$ cat config.mk
export PLATFORM = sky130hd
export DESIGN_NAME = pt_walker
export DESIGN_NICKNAME = d
export VERILOG_FILES = /design/src/rtl/pw_pkg.sv /design/src/rtl/pw_addr_gen.sv /design/src/rtl/pw_beat_ctr.sv /design/src/rtl/pw_seq.sv /design/src/rtl/pt_walker.sv
export SDC_FILE = /design/constraint.sdc
export NUM_CORES = 1
export LEC_CHECK = 0
export ABC_AREA = 1
export ABC_CLOCK_PERIOD_IN_PS = 5700
export CAP_MARGIN = 40
export CORE_UTILIZATION = 45
export DETAILED_ROUTE_END_ITERATION = 10
export DONT_BUFFER_PORTS = 1
export GPL_TIMING_DRIVEN = 0
export PLACE_DENSITY = 0.69
export REMOVE_ABC_BUFFERS = 1
export SYNTH_ARGS = -nofsm -noshare
export SYNTH_HDL_FRONTEND = slang
export SYNTH_HIERARCHICAL = 1
export SYNTH_SLANG_ARGS = --single-unit
$ cat constraint.sdc
create_clock -name clk_i -period 5.7 [get_ports clk_i]
set_input_delay 0.855 -clock clk_i [delete_from_list [all_inputs] [get_ports clk_i]]
set_output_delay 0.855 -clock clk_i [all_outputs]
set_load 0.01 [all_outputs]
$ cat src/rtl/pw_pkg.sv
`timescale 1ns/1ps
package pw_pkg;
  localparam int unsigned ENT_W    = 32;
  localparam int unsigned PG_SHIFT = 12;
  localparam int unsigned IDX_W    = 10;
  localparam int unsigned FRAME_W  = ENT_W - PG_SHIFT;
  localparam int unsigned P_BIT    = 0;
  localparam int unsigned A_BIT    = 5;
  localparam int unsigned D_BIT    = 6;

  typedef enum logic [2:0] {
    ST_IDLE,
    ST_DIR_CHK,
    ST_DIR_LRD,
    ST_DIR_LWR,
    ST_TBL_CHK,
    ST_TBL_LRD,
    ST_TBL_LWR,
    ST_FILL
  } walk_st_e;
endpackage

$ cat src/rtl/pw_addr_gen.sv
`timescale 1ns/1ps
module pw_addr_gen
  import pw_pkg::*;
(
  input  walk_st_e             st_i,
  input  logic [ENT_W-1:0]     base_i,
  input  logic [ENT_W-1:0]     lin_i,
  input  logic [FRAME_W-1:0]   frame_i,
  output logic [ENT_W-1:0]     addr_o
);
  localparam int unsigned PAD_W = ENT_W - IDX_W - 2;

  logic [ENT_W-1:0] dir_off;
  logic [ENT_W-1:0] tbl_addr;

  assign dir_off  = {{PAD_W{1'b0}}, lin_i[ENT_W-1 -: IDX_W], 2'b00};
  assign tbl_addr = {frame_i, lin_i[PG_SHIFT +: IDX_W], 2'b00};

  always_comb begin
    unique case (st_i)
      ST_DIR_CHK, ST_DIR_LRD, ST_DIR_LWR: addr_o = base_i + dir_off;
      ST_TBL_CHK, ST_TBL_LRD, ST_TBL_LWR: addr_o = tbl_addr;
      ST_FILL:                            addr_o = {frame_i, lin_i[PG_SHIFT-1:0]};
      default:                            addr_o = '0;
    endcase
  end
endmodule

$ cat src/rtl/pw_beat_ctr.sv
`timescale 1ns/1ps
module pw_beat_ctr #(
  parameter int unsigned BEATS = 4
) (
  input  logic clk_i,
  input  logic rst_ni,
  input  logic step_i,
  output logic last_o
);
  generate
    if (BEATS <= 1) begin : g_single
      assign last_o = step_i;
    end else begin : g_count
      localparam int unsigned CNT_W = $clog2(BEATS);
      localparam logic [CNT_W-1:0] LAST_V = CNT_W'(BEATS - 1);
      logic [CNT_W-1:0] cnt_q;

      assign last_o = step_i && (cnt_q == LAST_V);

      always_ff @(posedge clk_i or negedge rst_ni) begin
        if (!rst_ni)     cnt_q <= '0;
        else if (last_o) cnt_q <= '0;
        else if (step_i) cnt_q <= cnt_q + 1'b1;
      end

      AST_BEAT_RANGE: assert property (@(posedge clk_i) disable iff (!rst_ni)
        cnt_q <= LAST_V);
    end
  endgenerate
endmodule

$ cat src/rtl/pw_seq.sv
`timescale 1ns/1ps
module pw_seq
  import pw_pkg::*;
(
  input  logic                 clk_i,
  input  logic                 rst_ni,
  input  logic                 miss_valid_i,
  input  logic                 miss_write_i,
  output logic                 ready_o,
  output logic                 accept_o,
  input  logic [ENT_W-1:0]     rdata_i,
  input  logic                 brdy_i,
  input  logic                 fill_last_i,
  output walk_st_e             st_o,
  output logic                 pend_o,
  output logic                 ads_o,
  output logic                 wr_o,
  output logic                 lock_o,
  output logic                 fill_o,
  output logic [ENT_W-1:0]     wdata_o,
  output logic [FRAME_W-1:0]   frame_o,
  output logic                 load_o,
  output logic                 fault_o
);
  walk_st_e st_q, st_d, phase_nxt;
  logic issued_q, write_q, fault_q, fault_d;
  logic [ENT_W-1:0] ent_q, mask;
  logic [FRAME_W-1:0] frame_q, frame_d;
  logic in_tbl, in_chk, in_lrd, in_lwr, done, present, bits_ok;

  assign in_tbl  = st_q inside {ST_TBL_CHK, ST_TBL_LRD, ST_TBL_LWR};
  assign in_chk  = st_q inside {ST_DIR_CHK, ST_TBL_CHK};
  assign in_lrd  = st_q inside {ST_DIR_LRD, ST_TBL_LRD};
  assign in_lwr  = st_q inside {ST_DIR_LWR, ST_TBL_LWR};
  assign done    = issued_q && brdy_i;
  assign present = rdata_i[P_BIT];

  always_comb begin
    mask        = '0;
    mask[A_BIT] = 1'b1;
    mask[D_BIT] = in_tbl && write_q;  // dirty only on table entry, write access
  end

  assign bits_ok   = (rdata_i & mask) == mask;
  assign phase_nxt = in_tbl ? ST_FILL : ST_TBL_CHK;

  assign ready_o  = st_q == ST_IDLE;
  assign accept_o = ready_o && miss_valid_i;
  assign ads_o    = !ready_o && !issued_q;
  assign wr_o     = in_lwr;
  assign lock_o   = in_lrd || in_lwr;
  assign fill_o   = st_q == ST_FILL;
  assign wdata_o  = ent_q | mask;
  assign frame_o  = frame_q;
  assign load_o   = fill_o && !issued_q;
  assign fault_o  = fault_q;
  assign st_o     = st_q;
  assign pend_o   = issued_q;

  always_comb begin
    st_d    = st_q;
    frame_d = frame_q;
    fault_d = 1'b0;
    if (st_q == ST_IDLE) begin
      if (accept_o) st_d = ST_DIR_CHK;
    end else if (done) begin
      if (in_chk) begin
        if (!present) begin
          st_d    = ST_IDLE;
          fault_d = 1'b1;
        end else if (bits_ok) begin
          st_d    = phase_nxt;
          frame_d = rdata_i[ENT_W-1:PG_SHIFT];
        end else begin
          st_d = in_tbl ? ST_TBL_LRD : ST_DIR_LRD;
        end
      end else if (in_lrd) begin
        if (!present) begin
          st_d    = ST_IDLE;
          fault_d = 1'b1;
        end else begin
          st_d = in_tbl ? ST_TBL_LWR : ST_DIR_LWR;
        end
      end else if (in_lwr) begin
        st_d    = phase_nxt;
        frame_d = ent_q[ENT_W-1:PG_SHIFT];
      end else if (fill_last_i) begin
        st_d = ST_IDLE;
      end
    end
  end

  always_ff @(posedge clk_i or negedge rst_ni) begin
    if (!rst_ni) begin
      st_q     <= ST_IDLE;
      issued_q <= 1'b0;
      write_q  <= 1'b0;
      fault_q  <= 1'b0;
      ent_q    <= '0;
      frame_q  <= '0;
    end else begin
      st_q     <= st_d;
      issued_q <= (st_d != st_q) ? 1'b0 : (issued_q || ads_o);
      fault_q  <= fault_d;
      frame_q  <= frame_d;
      if (accept_o)                     write_q <= miss_write_i;
      if (done && (in_chk || in_lrd))   ent_q   <= rdata_i;
    end
  end

  AST_LOCK_RELEASE: assert property (@(posedge clk_i) disable iff (!rst_ni)
    (in_lwr && done) |=> !lock_o);
  AST_WRITE_LOCKED: assert property (@(posedge clk_i) disable iff (!rst_ni)
    (ads_o && wr_o) |-> lock_o);
  AST_LWR_AFTER_LRD: assert property (@(posedge clk_i) disable iff (!rst_ni)
    $rose(wr_o) |-> $past(in_lrd && done && present));
  AST_FAULT_NO_LOAD: assert property (@(posedge clk_i) disable iff (!rst_ni)
    fault_o |-> (!load_o && !lock_o));
  AST_LOAD_PULSE: assert property (@(posedge clk_i) disable iff (!rst_ni)
    load_o |=> !load_o);
endmodule

$ cat src/rtl/pt_walker.sv
`timescale 1ns/1ps
module pt_walker
  import pw_pkg::*;
#(
  parameter int unsigned LINE_BEATS = 4
) (
  input  logic                 clk_i,
  input  logic                 rst_ni,
  input  logic [ENT_W-1:0]     dir_base_i,
  input  logic                 miss_valid_i,
  input  logic [ENT_W-1:0]     miss_lin_i,
  input  logic                 miss_write_i,
  output logic                 miss_ready_o,
  output logic                 bus_ads_o,
  output logic [ENT_W-1:0]     bus_addr_o,
  output logic                 bus_wr_o,
  output logic                 bus_lock_o,
  output logic                 bus_fill_o,
  output logic [ENT_W-1:0]     bus_wdata_o,
  input  logic [ENT_W-1:0]     bus_rdata_i,
  input  logic                 bus_brdy_i,
  output logic                 tlb_load_o,
  output logic [FRAME_W-1:0]   tlb_vpn_o,
  output logic [FRAME_W-1:0]   tlb_pfn_o,
  output logic                 walk_fault_o
);
  logic [ENT_W-1:0] lin_q, base_q;
  logic [FRAME_W-1:0] frame;
  logic accept, pend, fill_last;
  walk_st_e st;

  always_ff @(posedge clk_i or negedge rst_ni) begin
    if (!rst_ni) begin
      lin_q  <= '0;
      base_q <= '0;
    end else if (accept) begin
      lin_q  <= miss_lin_i;
      base_q <= dir_base_i;
    end
  end

  pw_seq u_seq (
    .clk_i        (clk_i),
    .rst_ni       (rst_ni),
    .miss_valid_i (miss_valid_i),
    .miss_write_i (miss_write_i),
    .ready_o      (miss_ready_o),
    .accept_o     (accept),
    .rdata_i      (bus_rdata_i),
    .brdy_i       (bus_brdy_i),
    .fill_last_i  (fill_last),
    .st_o         (st),
    .pend_o       (pend),
    .ads_o        (bus_ads_o),
    .wr_o         (bus_wr_o),
    .lock_o       (bus_lock_o),
    .fill_o       (bus_fill_o),
    .wdata_o      (bus_wdata_o),
    .frame_o      (frame),
    .load_o       (tlb_load_o),
    .fault_o      (walk_fault_o)
  );

  pw_addr_gen u_addr (
    .st_i    (st),
    .base_i  (base_q),
    .lin_i   (lin_q),
    .frame_i (frame),
    .addr_o  (bus_addr_o)
  );

  pw_beat_ctr #(.BEATS(LINE_BEATS)) u_beats (
    .clk_i  (clk_i),
    .rst_ni (rst_ni),
    .step_i (bus_fill_o && pend && bus_brdy_i),
    .last_o (fill_last)
  );

  assign tlb_vpn_o = lin_q[ENT_W-1:PG_SHIFT];
  assign tlb_pfn_o = frame;

  AST_ADDR_HOLD: assert property (@(posedge clk_i) disable iff (!rst_ni)
    (pend && !bus_brdy_i) |=> ($stable(bus_addr_o) && $stable(bus_lock_o) && $stable(bus_wr_o)));
  AST_READY_QUIET: assert property (@(posedge clk_i) disable iff (!rst_ni)
    miss_ready_o |-> (!bus_ads_o && !bus_lock_o && !bus_fill_o));
  AST_ADS_AFTER_ACCEPT: assert property (@(posedge clk_i) disable iff (!rst_ni)
    (miss_ready_o && miss_valid_i) |=> (bus_ads_o && !bus_lock_o && !bus_wr_o));
endmodule

==> flow_summary.json, run 1 <==
{
  "status": "finished clean",
  "setup_ws_ns": 2.28,
  "worstPathMaxFanout": 5,
  "routed_wl_mm": 18.3,
  "cts_num_sinks": 123,
  "drtIter0Drc": 366,
  "period_needed_ns": 3.42,
  "ys_warn_count": 6,
  "antenna_found_initial": 0,
  "arrival_ns": 2.57,
  "clockRootBuffer": "clkbuf_16",
  "timing.slew.headroom_pct": 59.5,
  "core_sq_um": 16100,
  "skew_ns": 0.00846,
  "dpl.hpwl_mm": 13.2,
  "leakage_nw": 4.07,
  "wl_per_cell_um": 15.4,
  "yosysUniqueCellTypes": 45,
  "hp-class": "in -> async",
  "die_h_um": 131,
  "async_reset_ff_share_pct": 100,
  "synth_seq_cells": 123,
  "syn2layout_area_growth_pct": 3.81,
  "setup_violations": 0,
  "synth_ff_type": "dfrtp_1",
  "drive_gt1_share_pct": 10.6,
  "slowest_stage": "fa_1",
  "rsz0062_at_grt": "no",
  "synth-edff-count": 0,
  "avgSynthCellArea_sq_um": 7.36,
  "cts_tree": "done",
  "drv_cap": 0,
  "tightest_slew_ns": 0.607,
  "gp_congestion": 0.865,
  "path_class": "reg -> out",
  "powerDensity_nw_per_um2": 589,
  "dr.pass1.iters": 4,
  "ioPinCount": 212,
  "final_antenna_net_count": 0,
  "synth_cells": 1022,
  "grt.overflow.total": 0,
  "synth_area_sq_um": 7520,
  "cts_buffers": 17,
  "critPathMaxStageDelay_ns": 0.46,
  "drv_slew": 0,
  "finalCritPeriodShare_pct": 60.1,
  "drt_drc_violations_left": 0,
  "cp_cell_sequence": "ha_1 > fa_1 > nand3_1 > nand3_2 > nand2_1 > nand3_1 > or2_2 > nand3_1 > nand3_1",
  "cpMostUsedCell": "nand3_1",
  "post_cts_resized": 0,
  "postCtsSetupBuffers": 0,
  "start_util_pct": 46.7,
  "die-area_sq_um": 17200,
  "port_buffers": 0,
  "grt_max_degree": 124,
  "tns_ns": 0,
  "r2r_setup_slack_ns": 3.13,
  "grt_pass1_vias": 5832,
  "end_kind": "output port",
  "endpoint": "bus_addr_o[10]",
  "vdd_drop_max_uv": 312,
  "synth-seq-area-share_pct": 40.9,
  "critPathLaunch": "lin_q[22]",
  "holdWs_ns": 0.130,
  "required_ns": 4.85,
  "fillers": 1624,
  "fmax_mhz": 292,
  "n_antenna_cell": 0,
  "row_count": 46,
  "rr_startpoint": "u_seq/st_o[2]",
  "hold_buffers": 0,
  "ctsHtreeMaxLevel": 4,
  "p_total_mw": 4.60,
  "clk_pin_slew_ns": 0.06,
  "vias": 5987,
  "die-width_um": 131,
  "finalHoldViolations": 0,
  "startpoint_type": "register",
  "grt_usage_pct": 22.2,
  "max-clock-path-buffers": 2,
  "layout.nets": 1074,
  "place_worst_setup_slack_ns": 2.68,
  "routed_via_density": 5.04,
  "r2r_cells": 9,
  "reg2reg_to": "lin_q[23]",
  "grt_pass1_wl_mm": 30.1,
  "clk_latency_ns": 0.42
}
==> cells by family after synthesis <==
kind of cell,Yosys count,synth area share (%)
AO/OA/AOI/OAI,92,7.18
XOR/XNOR,1,0.116
adder cells (fa/ha/maj),13,2.26
buffers and inverters,169,12.6
flip-flops,123,40.9
multiplexers,9,1.60
other,1,0.0498
AND/OR/NAND/NOR,614,35.3
==> report_power, final <==
| group | internal [mW] | switching [mW] |
|---|---|---|
| registers | 1.27 | 0.522 |
| logic | 0.664 | 1.16 |
| clock network | 0.597 | 0.386 |
| total | 2.53 | 2.07 |
==> layout by cell type, fill, tap and decap left out, types with 2 or more instances in the layout <==
cell and count:
o21ai_0 25, buf_12 2, inv_2 12, o21a_1 21, nand2_2 16, a21oi_1 29, or2_1 2, nor2_1 64
mux2_4 5, a22o_1 2, nor2_4 5, o21ai_2 2, nand2_4 3, clkbuf_8 4, ha_1 12, nand2_1 429
nand3_2 6, clkinv_1 2, or2_2 5, mux2_2 4, clkinvlp_4 2, nor3_2 4, nor2_2 2, nand3b_1 4
clkinv_2 3, nand3_1 60, dfrtp_1 123, nor3_1 3, inv_1 67, clkbuf_16 17, buf_16 2, nand4_1 7
clkbuf_1 4, o21ai_1 8
==> registers in the layout, indices dropped and copies added (netlist names) <==
register and flops:
u_seq/write_q 1, lin_q 32, u_seq/pend_o 1, base_q 32, u_seq/frame_o 20, u_seq/st_o 3
u_seq/ent_q 31, u_beats/g_count.cnt_q 2, u_seq/fault_o 1
==> worst max-delay path, delay by kind of cell, from the launching register on <==
kind / cells / cell delay [ns]
adder cells (fa/ha/maj): 2 / 0.72
AND/OR/NAND/NOR: 7 / 1.01
flip-flops: 1 / 0.43
==> stage by stage <==
step	util (%)	instances	cell area, sq um
floorplan	-	935	6880
global placement	44.4	1151	7150
detailed placement	45.1	1157	7280
CTS	48.5	1188	7810
global route	48.5	1188	7810
finish	48.5	1188	7810
==> Yosys cell counts, types with 3 or more instances <==
cell / instances / area [sq um]
nand3_2: 6 / 60.1
mux2_2: 4 / 45.0
nand3_1: 60 / 300
clkbuf_8: 6 / 82.6
a21oi_1: 29 / 145
o21ai_0: 25 / 125
buf_2: 16 / 80.1
dfrtp_1: 123 / 3080
nor2_1: 64 / 240
nand2_4: 3 / 33.8
nor3_1: 3 / 15.0
nand2_1: 429 / 1610
clkbuf_1: 7 / 26.3
o21ai_1: 8 / 40.0
buf_4: 54 / 405
nor3_2: 4 / 40.0
nand3b_1: 4 / 30.0
or2_2: 5 / 31.3
inv_2: 11 / 41.3
nand4_1: 7 / 43.8
inv_1: 68 / 255
nand2_2: 16 / 100
nor2_4: 5 / 56.3
mux2_4: 5 / 75.1
buf_6: 4 / 45.0
o21a_1: 21 / 158
ha_1: 12 / 150
==> routing by layer <==
layer	global-route usage, %	routed length (um)
met1	28.2	8410
met2	35.9	8510
met3	6.60	1190
met4	7.49	210
met5	0	0
==> how the worst min path moves through the flow <==
stage / start / end / slack, ns
global route: rst_ni / u_seq/ent_q[22] / 0.10
global placement: base_q[1] / base_q[1] / 0.45
detailed placement: lin_q[2] / lin_q[2] / 0.46
CTS: rst_ni / u_seq/ent_q[26] / 0.11
floorplan: lin_q[10] / lin_q[10] / 0.44
finish: rst_ni / u_seq/ent_q[17] / 0.13
==> layout make-up <==
| type | count | area [sq um] | share of cell area, % |
|---|---|---|---|
| timing repair buffer | 6 | 121 | 1.55 |
| clock inverter | 6 | 38.8 | 0.497 |
| tap | 216 | 270 | 3.46 |
| inverter | 82 | 310 | 3.97 |
| sequential | 123 | 3080 | 39.4 |
| multi-input combinational | 730 | 3500 | 44.8 |
| clock buffer | 25 | 495 | 6.34 |
Note: power is estimated with default switching activity, not from simulation.
==> run 2: changes to the inputs <==
ABC_CLOCK_PERIOD_IN_PS = 2900   (was 5700)
PLACE_DENSITY = 0.71   (was 0.69)
clock period = 2.9 ns   (was 5.7 ns; I/O delays follow)
==> flow_summary.json, run 2 (synthesis gave the netlist of run 1 again) <==
{
  "r2r_cells": 6,
  "grt_max_degree": 124,
  "finalCritPeriodShare_pct": 97.4,
  "status": "finished with violations",
  "met1_length_mm": 8.28,
  "hp-class": "in -> async",
  "die_h_um": 131,
  "cts_num_sinks": 123,
  "grt.overflow.total": 0,
  "period_needed_ns": 2.82,
  "final_cell_mix": "nand2_1 (429), dfrtp_1 (122), inv_1 (67)",
  "port_buffers": 0,
  "place_worst_setup_slack_ns": 0.119,
  "vias": 5948,
  "grt_pass1_wl_mm": 30.0,
  "antenna_found_initial": 0,
  "leakage_nw": 4.11,
  "slowest_stage": "dfrtp_2",
  "critPathMaxStageDelay_ns": 0.45,
  "routed_wl_mm": 18.2,
  "multi_input_area_sq_um": 3550,
  "drt_drc_violations_left": 0,
  "ioPinCount": 212,
  "startpoint_type": "register",
  "drv_cap": 0,
  "drive_gt1_share_pct": 12.3,
  "clockRootBuffer": "clkbuf_16",
  "grt_usage_pct": 21.9,
  "row_count": 46,
  "mostFrequentLayoutCell": "nand2_1",
  "wl_met2_mm": 8.54,
  "critical_path.top_delay_family": "simple AND/OR/NAND/NOR gates",
  "r2r_setup_slack_ns": 0.37,
  "max-clock-path-buffers": 2,
  "tightest_slew_ns": 0.605,
  "syn2layout_area_growth_pct": 5.19,
  "clk_pin_slew_ns": 0.06,
  "gp_congestion": 0.860,
  "path_class": "reg -> out",
  "finalHoldViolations": 123,
  "setup_ws_ns": 0.0754,
  "wl_met3_mm": 1.23,
  "die-area_sq_um": 17200,
  "ctsHtreeMaxLevel": 4,
  "fillers": 1578,
  "skew_ns": 0.00633,
  "layout.nets": 1077,
  "critPathBufInv": 1,
  "holdWs_ns": -0.281,
  "required_ns": 2.47,
  "vdd_drop_max_uv": 666,
  "worstPathMaxFanout": 4,
  "rr_startpoint": "u_seq/st_o[2]",
  "dr.pass1.iters": 5,
  "setup_violations": 0,
  "violations": "negative hold slack",
  "drv_slew": 0,
  "regArea_sq_um": 3080,
  "core_sq_um": 16100,
  "fmax_mhz": 354,
  "final_antenna_net_count": 0,
  "die-width_um": 131,
  "clk_latency_ns": 0.41,
  "powerDensity_nw_per_um2": 1160,
  "arrival_ns": 2.39,
  "reg.largest.list": "base_q x32, lin_q x32, u_seq/ent_q x31",
  "n_antenna_cell": 0,
  "cp_cell_sequence": "ha_4 > fa_2 > nand3_1 > nand3_2 > inv_1 > o21ai_1 > or2_2 > nand3_1 > nand3_2",
  "timing.slew.headroom_pct": 59.7,
  "wl_per_cell_um": 15.3,
  "cts_tree": "done",
  "start_util_pct": 46.7,
  "drtIter0Drc": 356,
  "design_area_sq_um": 7910,
  "cts_buffers": 17,
  "dpl.hpwl_mm": 13.1,
  "grt_pass1_vias": 5840,
  "dpl-instance-area_sq_um": 7280,
  "top_layer": "met4",
  "reg2reg_to": "u_seq/ent_q[9]",
  "routed_via_density": 4.99,
  "end_kind": "output port"
}
-- run 2: worst max-delay path by stage --
| stage | from | to | slack (ns) | cells past startpoint |
|---|---|---|---|---|
| after floorplan | u_seq/st_o[2] | base_q[0] | -0.19 | 8 |
| after global placement | u_seq/st_o[2] | lin_q[0] | -1.81 | 8 |
| after detailed placement | u_seq/st_o[2] | lin_q[23] | 0.12 | 9 |
| after CTS | lin_q[22] | bus_addr_o[8] | 0.002 | 9 |
| after global routing | lin_q[31] | bus_addr_o[20] | -0.004 | 9 |
| final | lin_q[22] | bus_addr_o[8] | 0.08 | 9 |
-- run 2: final cells by class --
type / count / area share, %
clock inverters: 10 / 1.19
inverters: 82 / 4.02
multi-input cells: 730 / 44.8
well taps: 216 / 3.42
flip-flops and latches: 123 / 38.9
clock buffers: 21 / 5.82
repair buffers: 9 / 1.82
-- run 2: power breakdown --
| group | internal, mW | total (mW) | switching [mW] |
|---|---|---|---|
| logic | 1.35 | 3.67 | 2.31 |
| registers | 2.50 | 3.53 | 1.03 |
| clock network | 1.22 | 2.00 | 0.784 |
-- run 2: through the flow --
step,setup TNS [ns],power [mW],instances,utilization [%]
final,0,9.20,1191,49.1
after global routing,-0.00448,9.95,1191,49.1
after CTS,0,9.21,1188,48.7
after detailed placement,0,7.15,1157,45.1
after global placement,-116.18,6.93,1151,44.4
after floorplan,-12.43,6.09,935,-
-- run 2: layer usage --
metal  up-vias  GRT usage (%)
li1       3040              -
met1      2716           27.3
met2       181           36.8
met3        11           7.29
met4         0           4.84
met5         -              0
-- run 2: worst reg2reg max path: cells and delay by family, from the launching register on --
family	cells	cell delay, ns
buffers and inverters	1	0.18
flip-flops	1	0.70
AND/OR/NAND/NOR	4	1.08
multiplexers	1	0.45
-- run 2: what timing repair did --
item,4_1_cts,5_1_grt
resized for setup,4,14
pin swaps,0,1
endpoints found under the setup margin,7,46
buffers inserted,0,3
endpoints found under the hold margin,123,123
==> run 3: changes to the inputs <==
GPL_TIMING_DRIVEN = 1   (was 0)
==> flow_summary.json, run 3 (synthesis gave the netlist of run 1 again) <==
{
  "reg.largest.list": "base_q x32, lin_q x32, u_seq/ent_q x31",
  "drv_cap": 0,
  "dpl.cell_count": 1167,
  "tns_ns": 0,
  "gp_congestion": 0.897,
  "grt_pass1_vias": 5908,
  "setup_ws_ns": 0.108,
  "die_h_um": 131,
  "rsz0062_at_grt": "yes",
  "finalNonFillerCells": 1200,
  "hp-class": "in -> async",
  "netSwitchingFraction_pct": 44.1,
  "final_antenna_net_count": 0,
  "drtIter0Drc": 480,
  "required_ns": 2.47,
  "powerDensity_nw_per_um2": 1190,
  "vdd_drop_max_uv": 517,
  "top_layer": "met4",
  "violations": "negative hold slack",
  "dpl-instance-area_sq_um": 7300,
  "tightest_slew_ns": 0.596,
  "routed_via_density": 5.03,
  "startpoint_type": "register",
  "grt_pass1_wl_mm": 30.3,
  "wl_per_cell_um": 15.5,
  "grt_max_degree": 124,
  "dpl.hpwl_mm": 13.3,
  "core_sq_um": 16100,
  "ctsHtreeMaxLevel": 4,
  "n_antenna_cell": 0,
  "die-width_um": 131,
  "wl_met3_mm": 1.26,
  "clockRootBuffer": "clkbuf_16",
  "clk_latency_ns": 0.42,
  "cts_tree": "done",
  "cts_num_sinks": 123,
  "status": "finished with violations",
  "dr.pass1.iters": 5,
  "drt_drc_violations_left": 0,
  "met1_length_mm": 8.60,
  "cts_buffers": 17,
  "wl_met2_mm": 8.44,
  "final_cell_mix": "nand2_1 (429), dfrtp_1 (120), inv_1 (67)",
  "pwr-share-seq_pct": 37.1,
  "arrival_ns": 2.36,
  "end_kind": "output port",
  "worstPathMaxFanout": 5,
  "p_int_mw": 5.33,
  "fmax_mhz": 358,
  "timing.slew.headroom_pct": 60.1,
  "power_frac_comb_pct": 39.3,
  "max-clock-path-buffers": 2,
  "drive_gt1_share_pct": 13.4,
  "leakage_nw": 4.13,
  "port_buffers": 0,
  "design_area_sq_um": 8000,
  "finalHoldViolations": 123,
  "row_count": 46,
  "path_class": "reg -> out",
  "place_worst_setup_slack_ns": 0.382,
  "mostFrequentLayoutCell": "nand2_1",
  "period_needed_ns": 2.79,
  "routed_wl_mm": 18.6,
  "holdWs_ns": -0.287,
  "syn2layout_area_growth_pct": 6.30,
  "power_frac_clock_pct": 23.6,
  "grt_usage_pct": 22.3,
  "vias": 6039,
  "p_sw_mw": 4.20,
  "layout.nets": 1085,
  "grt.overflow.total": 0,
  "finalCritPeriodShare_pct": 96.3,
  "clk_pin_slew_ns": 0.06,
  "ioPinCount": 212,
  "skew_ns": 0.0108,
  "start_util_pct": 46.7,
  "setup_violations": 0,
  "antenna_found_initial": 0,
  "die-area_sq_um": 17200,
  "drv_slew": 0
}
[run 3: power by group through the flow]
stage / Sequential, mW / Combinational, mW / Clock [mW]
global placement: 3.52 / 3.59 / 0
detailed placement: 3.54 / 3.67 / 0
finish: 3.53 / 3.74 / 2.25
CTS: 3.52 / 3.69 / 2.30
floorplan: 3.32 / 2.77 / 0
global route: 3.65 / 4.25 / 2.37
[run 3: layout make-up]
type	instances	area [sq um]
Clock buffer	21	460
Clock inverter	11	158
Fill cell	1613	8120
Inverter	82	310
Multi-Input combinational cell	730	3560
Sequential cell	123	3080
Tap cell	216	270
Timing Repair Buffer	17	153
[run 3: worst max-delay path: stages, from the launching register on]
cell and delay (ns):
dfrtp_2 0.45, ha_4 0.18, fa_2 0.37, nand3_1 0.11
nand3_2 0.13, nand2_1 0.09, nand3_1 0.10, or2_2 0.30
nand3_2 0.09, nand3_2 0.10
[run 3: repair_timing]
action / 4_1_cts / 5_1_grt
endpoints found under the hold margin: 123 / 123
cloned: 0 / 0
resized for setup: 3 / 14
pin swaps: 0 / 0
buffers inserted: 0 / 1
endpoints found under the setup margin: 5 / 12
[run 3: routing by layer]
| layer | up-vias | GRT usage, % |
|---|---|---|
| met3 | 23 | 6.71 |
| li1 | 3051 | - |
| met1 | 2766 | 28.6 |
| met4 | 0 | 8.33 |
| met2 | 199 | 35.6 |
| met5 | - | 0 |
[run 3: final timing paths]
kind	startpoint	endpoint	slack (ns)	depth (start not counted)
worst max-delay path	lin_q[22]	bus_addr_o[10]	0.11	9
worst min-delay path	rst_ni	u_seq/pend_o	-0.29	0
worst max register to register	u_seq/st_o[1]	u_seq/pend_o	0.56	15
min in group clk_i	bus_rdata_i[0]	u_seq/fault_o	0.08	1
max in group asynchronous	rst_ni	lin_q[24]	2.85	0
worst min register to register	base_q[0]	base_q[0]	0.47	2
[run 3: per-stage QoR]
stage	power [mW]	util, %
finish	9.52	49.6
global route	10.3	49.6
CTS	9.51	49.2
global placement	7.11	45.3
detailed placement	7.21	45.3
floorplan	6.09	-
